## src/rtl/axi_wr_recon_pkg.sv

```systemverilog
package axi_wr_recon_pkg;
  // protocol-fixed field widths
  localparam int unsigned LEN_W   = 8;
  localparam int unsigned SIZE_W  = 3;
  localparam int unsigned BURST_W = 2;
  localparam int unsigned RESP_W  = 2;
  localparam int unsigned CNT_W   = LEN_W + 1;
endpackage

```

## src/rtl/oldest_pick.sv

```systemverilog
module oldest_pick #(
  parameter int unsigned N  = 8,
  parameter int unsigned RW = 4,
  parameter int unsigned IW = 3
) (
  input  logic [N-1:0]  cand_i,
  input  logic [RW-1:0] rank_i [N],
  output logic          hit_o,
  output logic [IW-1:0] idx_o
);
  logic [RW-1:0] best;

  // lowest rank = oldest; ranks of live slots are unique
  always_comb begin
    hit_o = 1'b0;
    idx_o = '0;
    best  = '1;
    for (int i = 0; i < int'(N); i++) begin
      if (cand_i[i] && (!hit_o || rank_i[i] < best)) begin
        hit_o = 1'b1;
        idx_o = IW'(i);
        best  = rank_i[i];
      end
    end
  end
endmodule

```

## src/rtl/wr_rec_fifo.sv

```systemverilog
module wr_rec_fifo #(
  parameter int unsigned W = 8,
  parameter int unsigned D = 4
) (
  input  logic         clk_i,
  input  logic         rst_ni,
  input  logic         push_i,
  input  logic [W-1:0] data_i,
  output logic         valid_o,
  input  logic         ready_i,
  output logic [W-1:0] data_o,
  output logic         ovf_o
);
  localparam int unsigned PW = (D > 1) ? $clog2(D) : 1;
  localparam int unsigned CW = $clog2(D + 1);

  logic [W-1:0]  mem [D];
  logic [PW-1:0] rd_q, wr_q;
  logic [CW-1:0] cnt_q;
  logic          full, pop, acc;

  assign full    = (cnt_q == CW'(D));
  assign valid_o = (cnt_q != '0);
  assign pop     = valid_o & ready_i;
  assign acc     = push_i & (~full | pop);
  assign data_o  = mem[rd_q];

  always_ff @(posedge clk_i) begin
    if (acc) mem[wr_q] <= data_i;
  end

  always_ff @(posedge clk_i or negedge rst_ni) begin
    if (!rst_ni) begin
      rd_q  <= '0;
      wr_q  <= '0;
      cnt_q <= '0;
      ovf_o <= 1'b0;
    end else begin
      if (acc) wr_q <= (wr_q == PW'(D - 1)) ? '0 : wr_q + 1'b1;
      if (pop) rd_q <= (rd_q == PW'(D - 1)) ? '0 : rd_q + 1'b1;
      cnt_q <= cnt_q + CW'(acc) - CW'(pop);
      if (push_i && full && !pop) ovf_o <= 1'b1;
    end
  end


  rec_hold_chk: assert property (@(posedge clk_i) disable iff (!rst_ni)
    valid_o && !ready_i |=> valid_o && $stable(data_o));

  ovf_sticky_chk: assert property (@(posedge clk_i) disable iff (!rst_ni)
    ovf_o |=> ovf_o);

  ovf_cause_chk: assert property (@(posedge clk_i) disable iff (!rst_ni)
    $rose(ovf_o) |-> $past(push_i && full && !ready_i));
endmodule

```

## src/rtl/axi_wr_recon.sv

```systemverilog
module axi_wr_recon
  import axi_wr_recon_pkg::*;
#(
  parameter int unsigned ID_W   = 4,
  parameter int unsigned ADDR_W = 32,
  parameter int unsigned DATA_W = 32,
  parameter int unsigned CTX_N  = 8,
  parameter int unsigned FIFO_D = 4
) (
  input  logic                clk_i,
  input  logic                rst_ni,
  input  logic                aw_valid_i,
  input  logic                aw_ready_i,
  input  logic [ID_W-1:0]     aw_id_i,
  input  logic [ADDR_W-1:0]   aw_addr_i,
  input  logic [LEN_W-1:0]    aw_len_i,
  input  logic [SIZE_W-1:0]   aw_size_i,
  input  logic [BURST_W-1:0]  aw_burst_i,
  input  logic                w_valid_i,
  input  logic                w_ready_i,
  input  logic [DATA_W-1:0]   w_data_i,
  input  logic [DATA_W/8-1:0] w_strb_i,
  input  logic                w_last_i,
  input  logic                b_valid_i,
  input  logic                b_ready_i,
  input  logic [ID_W-1:0]     b_id_i,
  input  logic [RESP_W-1:0]   b_resp_i,
  output logic                rec_valid_o,
  input  logic                rec_ready_i,
  output logic [ID_W-1:0]     rec_id_o,
  output logic [ADDR_W-1:0]   rec_addr_o,
  output logic [LEN_W-1:0]    rec_len_o,
  output logic [SIZE_W-1:0]   rec_size_o,
  output logic [BURST_W-1:0]  rec_burst_o,
  output logic [CNT_W-1:0]    rec_beats_o,
  output logic [RESP_W-1:0]   rec_resp_o,
  output logic [DATA_W-1:0]   rec_sig_o,
  output logic                full_o,
  output logic                err_o,
  output logic                ovf_o
);
  localparam int unsigned STRB_W = DATA_W / 8;
  localparam int unsigned RANK_W = $clog2(CTX_N + 1);
  localparam int unsigned IDX_W  = (CTX_N > 1) ? $clog2(CTX_N) : 1;
  localparam int unsigned REC_W  = ID_W + ADDR_W + LEN_W + SIZE_W + BURST_W
                                 + CNT_W + RESP_W + DATA_W;

  logic [CTX_N-1:0]   slot_v, slot_done;
  logic [ID_W-1:0]    slot_id    [CTX_N];
  logic [ADDR_W-1:0]  slot_addr  [CTX_N];
  logic [LEN_W-1:0]   slot_len   [CTX_N];
  logic [SIZE_W-1:0]  slot_size  [CTX_N];
  logic [BURST_W-1:0] slot_burst [CTX_N];
  logic [CNT_W-1:0]   slot_beats [CTX_N];
  logic [DATA_W-1:0]  slot_sig   [CTX_N];
  logic [RANK_W-1:0]  slot_rank  [CTX_N];

  logic aw_fire, w_fire, b_fire;
  assign aw_fire = aw_valid_i & aw_ready_i;
  assign w_fire  = w_valid_i & w_ready_i;
  assign b_fire  = b_valid_i & b_ready_i;

  // strobed data word
  logic [DATA_W-1:0] w_mask, w_word;
  for (genvar k = 0; k < int'(STRB_W); k++) begin : g_mask
    assign w_mask[8*k +: 8] = {8{w_strb_i[k]}};
  end
  assign w_word = w_data_i & w_mask;

  // free slot search
  logic             free_hit;
  logic [IDX_W-1:0] free_idx;
  always_comb begin
    free_hit = 1'b0;
    free_idx = '0;
    for (int i = 0; i < int'(CTX_N); i++) begin
      if (!slot_v[i] && !free_hit) begin
        free_hit = 1'b1;
        free_idx = IDX_W'(i);
      end
    end
  end

  // oldest data-open slot and oldest matching data-done slot
  logic [CTX_N-1:0] w_cand, b_cand;
  logic             w_hit, b_hit;
  logic [IDX_W-1:0] w_idx, b_idx;
  for (genvar i = 0; i < int'(CTX_N); i++) begin : g_cand
    assign w_cand[i] = slot_v[i] & ~slot_done[i];
    assign b_cand[i] = slot_v[i] & slot_done[i] & (slot_id[i] == b_id_i);
  end

  oldest_pick #(.N(CTX_N), .RW(RANK_W), .IW(IDX_W)) u_w_pick (
    .cand_i(w_cand), .rank_i(slot_rank), .hit_o(w_hit), .idx_o(w_idx));
  oldest_pick #(.N(CTX_N), .RW(RANK_W), .IW(IDX_W)) u_b_pick (
    .cand_i(b_cand), .rank_i(slot_rank), .hit_o(b_hit), .idx_o(b_idx));

  logic aw_take, w_to_old, w_to_new, w_orphan, b_close, b_orphan, w_bad;
  assign aw_take  = aw_fire & free_hit;
  assign w_to_old = w_fire & w_hit;
  assign w_to_new = w_fire & ~w_hit & aw_take;
  assign w_orphan = w_fire & ~w_hit & ~aw_take;
  assign b_close  = b_fire & b_hit;
  assign b_orphan = b_fire & ~b_hit;

  logic [CNT_W-1:0] w_cnt;
  logic [LEN_W-1:0] w_len;
  assign w_cnt = (w_hit ? slot_beats[w_idx] : '0) + CNT_W'(1);
  assign w_len = w_hit ? slot_len[w_idx] : aw_len_i;
  assign w_bad = (w_to_old | w_to_new)
               & (w_last_i != (w_cnt == ({1'b0, w_len} + CNT_W'(1))));

  logic [RANK_W-1:0] n_live;
  assign n_live = RANK_W'($countones(slot_v));

  always_ff @(posedge clk_i or negedge rst_ni) begin
    if (!rst_ni) begin
      slot_v    <= '0;
      slot_done <= '0;
      err_o     <= 1'b0;
      for (int i = 0; i < int'(CTX_N); i++) begin
        slot_id[i]    <= '0;
        slot_addr[i]  <= '0;
        slot_len[i]   <= '0;
        slot_size[i]  <= '0;
        slot_burst[i] <= '0;
        slot_beats[i] <= '0;
        slot_sig[i]   <= '0;
        slot_rank[i]  <= '0;
      end
    end else begin
      if (w_orphan || w_bad || b_orphan) err_o <= 1'b1;
      for (int i = 0; i < int'(CTX_N); i++) begin
        if (b_close && IDX_W'(i) == b_idx)
          slot_v[i] <= 1'b0;
        else if (b_close && slot_v[i] && slot_rank[i] > slot_rank[b_idx])
          slot_rank[i] <= slot_rank[i] - 1'b1;
        if (w_to_old && IDX_W'(i) == w_idx) begin
          slot_beats[i] <= w_cnt;
          slot_sig[i]   <= slot_sig[i] ^ w_word;
          if (w_last_i) slot_done[i] <= 1'b1;
        end
        if (aw_take && IDX_W'(i) == free_idx) begin
          slot_v[i]     <= 1'b1;
          slot_done[i]  <= w_to_new & w_last_i;
          slot_id[i]    <= aw_id_i;
          slot_addr[i]  <= aw_addr_i;
          slot_len[i]   <= aw_len_i;
          slot_size[i]  <= aw_size_i;
          slot_burst[i] <= aw_burst_i;
          slot_beats[i] <= w_to_new ? CNT_W'(1) : '0;
          slot_sig[i]   <= w_to_new ? w_word : '0;
          slot_rank[i]  <= n_live - RANK_W'(b_close);
        end
      end
    end
  end

  assign full_o = &slot_v;

  logic [REC_W-1:0] rec_in, rec_out;
  assign rec_in = {slot_id[b_idx], slot_addr[b_idx], slot_len[b_idx],
                   slot_size[b_idx], slot_burst[b_idx], slot_beats[b_idx],
                   b_resp_i, slot_sig[b_idx]};

  wr_rec_fifo #(.W(REC_W), .D(FIFO_D)) u_fifo (
    .clk_i   (clk_i),
    .rst_ni  (rst_ni),
    .push_i  (b_close),
    .data_i  (rec_in),
    .valid_o (rec_valid_o),
    .ready_i (rec_ready_i),
    .data_o  (rec_out),
    .ovf_o   (ovf_o)
  );

  assign {rec_id_o, rec_addr_o, rec_len_o, rec_size_o, rec_burst_o,
          rec_beats_o, rec_resp_o, rec_sig_o} = rec_out;

  logic [CTX_N-1:0] head_vec;
  for (genvar i = 0; i < int'(CTX_N); i++) begin : g_head
    assign head_vec[i] = slot_v[i] && (slot_rank[i] == '0);
  end


  idle_bus_chk: assert property (@(posedge clk_i) disable iff (!rst_ni)
    !aw_fire && !b_fire |=> $stable(slot_v));

  open_grow_chk: assert property (@(posedge clk_i) disable iff (!rst_ni)
    aw_fire && !full_o && !b_close
      |=> $countones(slot_v) == $past($countones(slot_v)) + 1);

  full_block_chk: assert property (@(posedge clk_i) disable iff (!rst_ni)
    aw_fire && full_o && !b_fire |=> $stable(slot_v));

  one_oldest_chk: assert property (@(posedge clk_i) disable iff (!rst_ni)
    $onehot0(head_vec));

  err_sticky_chk: assert property (@(posedge clk_i) disable iff (!rst_ni)
    err_o |=> err_o);
endmodule

```

## config.mk

```make
export PLATFORM = sky130hd
export DESIGN_NAME = axi_wr_recon
export DESIGN_NICKNAME = d
export VERILOG_FILES = /design/src/rtl/axi_wr_recon_pkg.sv /design/src/rtl/oldest_pick.sv /design/src/rtl/wr_rec_fifo.sv /design/src/rtl/axi_wr_recon.sv
export SDC_FILE = /design/constraint.sdc
export NUM_CORES = 2
export LEC_CHECK = 0
export ABC_AREA = 1
export BUFFER_PORTS_ARGS = -buffer_cell sky130_fd_sc_hd__buf_2
export CAP_MARGIN = 25
export CORE_MARGIN = 2
export CORE_UTILIZATION = 35
export CTS_BUF_LIST = sky130_fd_sc_hd__clkbuf_4
export CTS_CLUSTER_SIZE = 25
export DETAILED_ROUTE_END_ITERATION = 7
export PLACE_DENSITY = 0.53
export SLEW_MARGIN = 5
export SYNTH_ARGS = -nofsm -noshare
export SYNTH_HDL_FRONTEND = slang
export SYNTH_SLANG_ARGS = --single-unit
```

## constraint.sdc

```tcl
create_clock -name clk_i -period 12.7 [get_ports clk_i]
set_clock_uncertainty 0.05 [all_clocks]
set_input_delay 1.27 -clock clk_i [delete_from_list [all_inputs] [get_ports clk_i]]
set_output_delay 1.27 -clock clk_i [all_outputs]
set_load 0.02 [all_outputs]
```

# ---- After elaboration in Yosys (flattened, before gate mapping)
# Memories as Yosys holds them, arrays and structs flattened.
# Cells that the tools add are included.
dict set report classes {
  bitwise_logic 63
  add_sub_neg 22
  order_cmp 24
  n_reduce_logical 160
  n_eq_ne 42
  n_mux 186
}
# cell n
set ops {}
lappend ops {{32-bit 2-to-1 mux} 21}
lappend ops {{32-bit bitwise XOR} 8}
lappend ops {{32-bit binary-select mux with 3-bit select} 2}
lappend ops {{9-bit 2-to-1 mux} 21}
lappend ops {{4-bit 2-to-1 mux} 42}
lappend ops {{2-bit nonzero test} 32}
lappend ops {{1-bit logical AND} 63}
lappend ops {{1-bit 2-to-1 mux} 63}
lappend ops {{4-bit less-than comparator} 14}
lappend ops {{9-bit binary-select mux with 3-bit select} 2}
lappend ops {{8-bit binary-select mux with 3-bit select} 2}
lappend ops {{3-bit 2-to-1 mux} 15}
lappend ops {{8-bit 2-to-1 mux} 5}
lappend ops {{1-bit AND} 38}
lappend ops {{3-bit == test, first input constant} 12}
lappend ops {{32-bit AND} 1}
lappend ops {{4-bit == test} 8}
lappend ops {{4-bit > comparator} 8}
lappend ops {{2-bit AND reduction} 16}
lappend ops {{4-bit by 1-bit subtractor with 4-bit output, second input constant} 8}
lappend ops {{1-bit logical NOT} 28}
lappend ops {{4-bit binary-select mux with 3-bit select} 2}
lappend ops {{2-bit by 3-bit == test with 1-bit output, first input constant} 6}
lappend ops {{2-bit 2-to-1 mux} 9}
lappend ops {{25 further kinds} 71}
dict set report word_totals {
  out_inout_bits 96
  in_bits 101
  reg_bits 777
  n_memories 1
  ramBits 368
  elab_cells 583
}
# name words word_bits read_ports rd_ports_with_merged_regs write_ports line_no
set memory_table {}
lappend memory_table {u_fifo.mem 4 92 1 0 1 wr_rec_fifo.sv:17} ;# logic [W-1:0] mem [D];

# ---- Depth between registers and ports, before layout
dict set report logic_depth {
  ltp_word 42
  ltp_mapped 87
  ltp_nobuf 87
}

# ---- Modules after synthesis
# From an unflattened synthesis, not the netlist that was laid out.
dict set report hier_totals {
  hier_cells 6950
  hier_area_um2 59442.0
}
# module n_inst seq_area_each_um2 area_each_um2 cells_each
set modules_own_cells {}
lappend modules_own_cells {axi_wr_recon 1 19243.5 41478.5 5343}
lappend modules_own_cells {wr_rec_fifo 1 11250.8 15563.7 1133}
lappend modules_own_cells {oldest_pick 2 0.0 1199.9 237}

# ---- Worst setup path after synthesis
# OpenSTA, ideal clock, no wires.
dict set report synth_timing {
  path_kind {input to register}
  from {in b_id_i[3]}
  to {reg slot_rank[4] in the netlist's numbering}
  path_buffers 4
  setup_ps 127
  required_ps 12523
  stages 75
  arrival_ps 9996
  path_slack_ps 2527
  cell_sequence {buf_4 > inv_2 > nand2_1 > nand3_1 > nor3_2 > nand2_1 > nor2_1 > ha_1 > o21ai_1 > nand2_1 > nand3_1 > nand2_1 > nand3_1 > nand2_2 > o21ai_0 > ha_1 > o21ai_1 > nand2_1 > [... 39 more ...] > nand2_1 > nand2_1 > nand2_2 > nand2_4 > buf_6 > buf_6 > buf_6 > nand4_1 > nand3_1 > nor2_1 > nor2_1 > ha_1 > nand2_1 > nor2_1 > o41ai_1 > nand2_1 > nand2_1 > o21ai_0}
}
dict set report synth_via {
  elab_chain_cells 39
}
# element line_no
set synth_rtl {}
lappend synth_rtl {{from (decl)} axi_wr_recon.sv:26} ;# input logic [ID_W-1:0] b_id_i,
lappend synth_rtl {{4-bit == test} axi_wr_recon.sv:90} ;# assign b_cand[i] = slot_v[i] & slot_done[i] & (slot_id[i] == b_id_i);
lappend synth_rtl {{1-bit AND} axi_wr_recon.sv:90}
lappend synth_rtl {{4-bit 2-to-1 mux or 1-bit 2-to-1 mux (tied branches)} oldest_pick.sv:19} ;# if (cand_i[i] && (!hit_o || rank_i[i] < best)) begin
lappend synth_rtl {{4-bit less-than comparator or 1-bit logical NOT (tied branches)} oldest_pick.sv:19}
lappend synth_rtl {{1-bit logical OR} oldest_pick.sv:19}
lappend synth_rtl {{1-bit logical AND} oldest_pick.sv:19}
lappend synth_rtl {{4-bit 2-to-1 mux or 1-bit 2-to-1 mux (tied branches)} oldest_pick.sv:19}
lappend synth_rtl {{4-bit less-than comparator or 1-bit logical NOT (tied branches)} oldest_pick.sv:19}
lappend synth_rtl {{[... 22 more ...]} -}
lappend synth_rtl {{3-bit 2-to-1 mux} oldest_pick.sv:19}
lappend synth_rtl {{3-bit inverter with 4-bit output (implied by the code)} axi_wr_recon.sv:136} ;# else if (b_close && slot_v[i] && slot_rank[i] > slot_rank[b_idx])
lappend synth_rtl {{4-bit binary-select mux with 3-bit select} axi_wr_recon.sv:136}
lappend synth_rtl {{4-bit 2-to-1 mux (implied by the code) (2 in a row)} axi_wr_recon.sv:136}
lappend synth_rtl {{4-bit > comparator} axi_wr_recon.sv:136}
lappend synth_rtl {{1-bit logical AND} axi_wr_recon.sv:136}
lappend synth_rtl {{2-bit nonzero test (no source line)} -}
lappend synth_rtl {{2-bit AND reduction (no source line)} -}
lappend synth_rtl {{to (signal, indexed assignment)} axi_wr_recon.sv:137} ;# slot_rank[i] <= slot_rank[i] - 1'b1;
lappend synth_rtl {{to (signal, indexed assignment)} axi_wr_recon.sv:153} ;# slot_rank[i] <= n_live - RANK_W'(b_close);
lappend synth_rtl {{to (decl)} axi_wr_recon.sv:56} ;# logic [RANK_W-1:0] slot_rank [CTX_N];
# Several ways; a longest one is shown, not always the timed one. The select of a mux whose other input is x is not followed.
# A chain may end at the register's enable or synchronous reset.

# ---- Final worst setup path
dict set report layout_timing {
  from {reg slot_done[0]}
  to {reg err_o}
}
dict set report layout_via {
  elab_chain_cells 42
}
# element line_no
set layout_rtl {}
lappend layout_rtl {{from (decl)} axi_wr_recon.sv:48} ;# logic [CTX_N-1:0] slot_v, slot_done;
lappend layout_rtl {{from (signal, indexed assignment)} axi_wr_recon.sv:145} ;# slot_done[i] <= w_to_new & w_last_i;
lappend layout_rtl {{1-bit inverter} axi_wr_recon.sv:89} ;# assign w_cand[i] = slot_v[i] & ~slot_done[i];
lappend layout_rtl {{1-bit AND} axi_wr_recon.sv:89}
lappend layout_rtl {{4-bit 2-to-1 mux or 1-bit 2-to-1 mux (tied branches)} oldest_pick.sv:19}
lappend layout_rtl {{4-bit less-than comparator or 1-bit logical NOT (tied branches)} oldest_pick.sv:19}
lappend layout_rtl {{1-bit logical OR} oldest_pick.sv:19}
lappend layout_rtl {{1-bit logical AND} oldest_pick.sv:19}
lappend layout_rtl {{4-bit 2-to-1 mux or 1-bit 2-to-1 mux (tied branches)} oldest_pick.sv:19}
lappend layout_rtl {{4-bit less-than comparator or 1-bit logical NOT (tied branches)} oldest_pick.sv:19}
lappend layout_rtl {{[... 25 more ...]} -}
lappend layout_rtl {{9-bit 2-to-1 mux (implied by the code) or 8-bit 2-to-1 mux (tied branches) (2 in a row)} {axi_wr_recon.sv:108, axi_wr_recon.sv:109}}
lappend layout_rtl {{9-bit 2-to-1 mux or 8-bit 2-to-1 mux (tied branches)} {axi_wr_recon.sv:108, axi_wr_recon.sv:109}}
lappend layout_rtl {{9-bit by 1-bit adder with 9-bit output or 8-bit by 1-bit adder with 9-bit output (tied branches)} {axi_wr_recon.sv:108, axi_wr_recon.sv:111}}
lappend layout_rtl {{9-bit == test} axi_wr_recon.sv:111} ;# & (w_last_i != (w_cnt == ({1'b0, w_len} + CNT_W'(1))));
lappend layout_rtl {{1-bit inequality test} axi_wr_recon.sv:111}
lappend layout_rtl {{1-bit AND} axi_wr_recon.sv:111}
lappend layout_rtl {{1-bit logical OR} axi_wr_recon.sv:132} ;# if (w_orphan || w_bad || b_orphan) err_o <= 1'b1;
lappend layout_rtl {{1-bit logical OR (*)} axi_wr_recon.sv:132}
lappend layout_rtl {{to (signal assigned)} axi_wr_recon.sv:120} ;# err_o <= 1'b0;
lappend layout_rtl {{to (signal assigned)} axi_wr_recon.sv:132}
lappend layout_rtl {{to (decl)} axi_wr_recon.sv:39} ;# output logic err_o,
# Every way passes the cells marked *; elsewhere a longest branch is shown, timed or not. The select of a mux whose other input is x is not followed.

==> impl_results.md <==
* Crit path buffers/inverters at 12
* CP required at 13910 ps
* Outcome: finished, violations left
* Unique cell type count in the Yosys netlist at 54
* WP data arrival at 12820 ps
* DIE HEIGHT at 419.3 um
* Max FO, Critical Path at 32
* Layout fillers at 17603
* MaxCap Viol Count at 0
* Area of the mapped netlist at 60370 sq um
* Gpl congestion at 0.9277
* Most used DFF post-synth: dfrtp_1
* Initial Util at 35.19%
* Final Critical Period at 11610 ps
* CP startpoint kind: flip-flop
* Ports at 197
* Number of hold violations in the final report at 0
* Most frequent cells in the layout: nand2_1 (1562), o21ai_0 (1026), nor2_1 (785), dfrtp_1 (775), clkbuf_4 (504)
* Clk Latency, worst-skew pair at 1390 ps
* Worst-margin pin slew at 1129 ps
* Total of warnings raised by yosys at 0
* Routed len/inst at 22.73 um
* Slowest stage delay, CP at 460 ps
* Fin. max-slew vios at 0
* Via Count at 54698
* Slew HR at 24.74%
* Total track usage at 25.40%
* Total global routing overflow at 0
* CTS tree: yes
* Syn_nets at 7418
* Clock Pin Slew Worst Setup and Hold Paths at 70 ps
* Die area at 175800 sq um
* RSZ-0062 raised after global routing: false
* Num CTS Buffers at 331
* 1st-iter DRT viols at 5673
* Largest net degree at the start of global routing at 172
* Clock sinks at 1145
* Cell family with most CP delay: simple AND/OR/NAND/NOR gates
* Post-synthesis sequential area ratio at 50.52%
* Die span in x at 419.3 um
* Number of remaining DRC errors at 6
* CORE AREA at 171500 sq um
* Hold-fix buffers at CTS at 5
* EDFF count, synth at 368
* # rows at 152
* Synthesized area per cell at 8.355 sq um
* Commonest non-fill, non-tap cell in the layout: nand2_1
* Failing checks: DRC
* Crit Path Class: flip-flop to flip-flop
* H-tree levels at 5
* Synth Instances at 7225
* First-pass GRT wire length at 336700 um
* HP Class: primary input to flip-flop
* Routed wire length at 226900 um
* Buffer count from post-CTS setup fixing at 0
* Setup TNS Final at 0 ps
* Nets at 7616
* Endpoints failing setup at 0
* Drt pass-1 iters at 8
* Most frequent CP cell: nand2_1
* Peak Freq at 86.11 MHz
* Root Driver: clkbuf_4
* Detailed Place HPWL at 134600 um
* Share of layout cells above drive strength 1 at 13.10%
* I/O Buffers at 196
* Clock buffer depth at 4
* #FFs+latches synth at 1145
* P&R area growth vs syn at 12.15%
* Async SR Flop Fraction at 67.86%
* Via density per instance at 5.480
* Remaining antenna violation count at 0
* CTS resizes at 0
* Vias in the first global route at 51522
* Fin crit share at 91.44%
* Antenna violations before repair at 38
* CP endpoint kind: flip-flop
* CP max stage cell: nand3_2
## layout make-up
type	count	area (sq um)	share of cell area, %
inverter	417	1594	2.355
clock buffer	504	3784	5.589
sequential	1145	30500	45.05
timing repair buffer	353	2402	3.548
antenna	22	55.05	0.08132
tap	2310	2890	4.269
clock inverter	56	242.7	0.3585
multi-input combinational	5175	26230	38.74
## per-layer routing
metal	global-route usage [%]	vias to the layer above	routed length (um)
li1	-	25204	-
met1	35.63	26594	100900
met5	0	-	149
met2	38.71	2434	99440
met4	8.505	24	6517
met3	5.546	442	19840
## cell families after synthesis
| group | count (synthesis) | synth area share (%) |
|---|---|---|
| DFF | 1145 | 50.52 |
| AOI/OAI and AO/OA | 1569 | 13.97 |
| and+or+nand+nor | 3234 | 23.16 |
| adders and majority gates | 92 | 1.982 |
| xor gates and xnor gates | 280 | 4.063 |
| buffers and inverters | 905 | 6.309 |
## stage by stage
step / setup slack, ps / area, sq um / utilization [%] / hold WS (ps) / std cells
after floorplan: 2527 / 60370 / - / 403.0 / 7225
after global placement: 638.0 / 63540 / 37.04 / 395.8 / 9394
after detailed placement: 566.7 / 63540 / 37.04 / 422.8 / 9394
after CTS: 1199 / 67620 / 39.42 / 5.784 / 9959
after global routing: 134.1 / 67690 / 39.46 / -26.68 / 9977
final: 1087 / 67700 / 39.46 / 137.1 / 9982
## sequential cells by signal (all words and copies together) (netlist names)
name	cells
slot_beats	72
slot_id	32
slot_v	8
u_fifo.ovf_o	1
slot_sig	256
slot_addr	256
u_fifo.mem	368
slot_burst	16
err_o	1
u_fifo.cnt_q	3
slot_len	64
slot_rank	32
u_fifo.rd_q	2
slot_size	24
slot_done	8
u_fifo.wr_q	2
## cells in the mapped netlist, drive strengths merged, types with 2 or more instances
library cell / number / area share, %
xnor2: 6 / 0.087
edfxtp: 368 / 18
fa: 6 / 0.20
a2111o: 2 / 0.037
a221o: 2 / 0.033
nand3: 360 / 3.0
nand4: 427 / 4.4
dfrtp: 777 / 32
nor3: 8 / 0.075
nand3b: 3 / 0.037
o22ai: 152 / 1.6
inv: 405 / 2.5
o311ai: 5 / 0.073
nor2: 805 / 5.1
o221ai: 6 / 0.087
o2111ai: 2 / 0.029
o21a: 28 / 0.35
or2: 11 / 0.11
clkbuf: 318 / 2.0
nand2: 1614 / 10
a32oi: 3 / 0.044
o21bai: 8 / 0.099
a21oi: 210 / 1.8
nor4: 6 / 0.062
o211ai: 52 / 0.65
o21ai: 1085 / 9.0
ha: 86 / 1.8
clkinv: 12 / 0.075
a21boi: 5 / 0.062
buf: 170 / 1.7
a2111oi: 5 / 0.073
xor2: 274 / 4.0
## path summary, 6_finish.rpt
check	startpoint	endpoint	slack (ps)	depth (start not counted)
worst min-delay path	aw_len_i[2]	slot_len[26]	140	3
worst min register to register	u_fifo.ovf_o	u_fifo.ovf_o	420	1
max in group asynchronous	rst_ni	slot_sig[166]	9800	4
worst max register to register	slot_done[0]	err_o	1090	79
min in group asynchronous	rst_ni	slot_addr[47]	450	2
worst max-delay path	slot_done[0]	err_o	1090	79
## worst register-to-register path, delay by kind of cell, from the launching register on
kind,cells,cell delay [ps]
simple gates,47,5190
buf+inv,12,940
compound gates,12,2390
flops,1,400
fa+ha+maj,8,2540
Power is not shown: default switching activity piles up to over one toggle a cycle in this logic, so the estimate is an artifact.
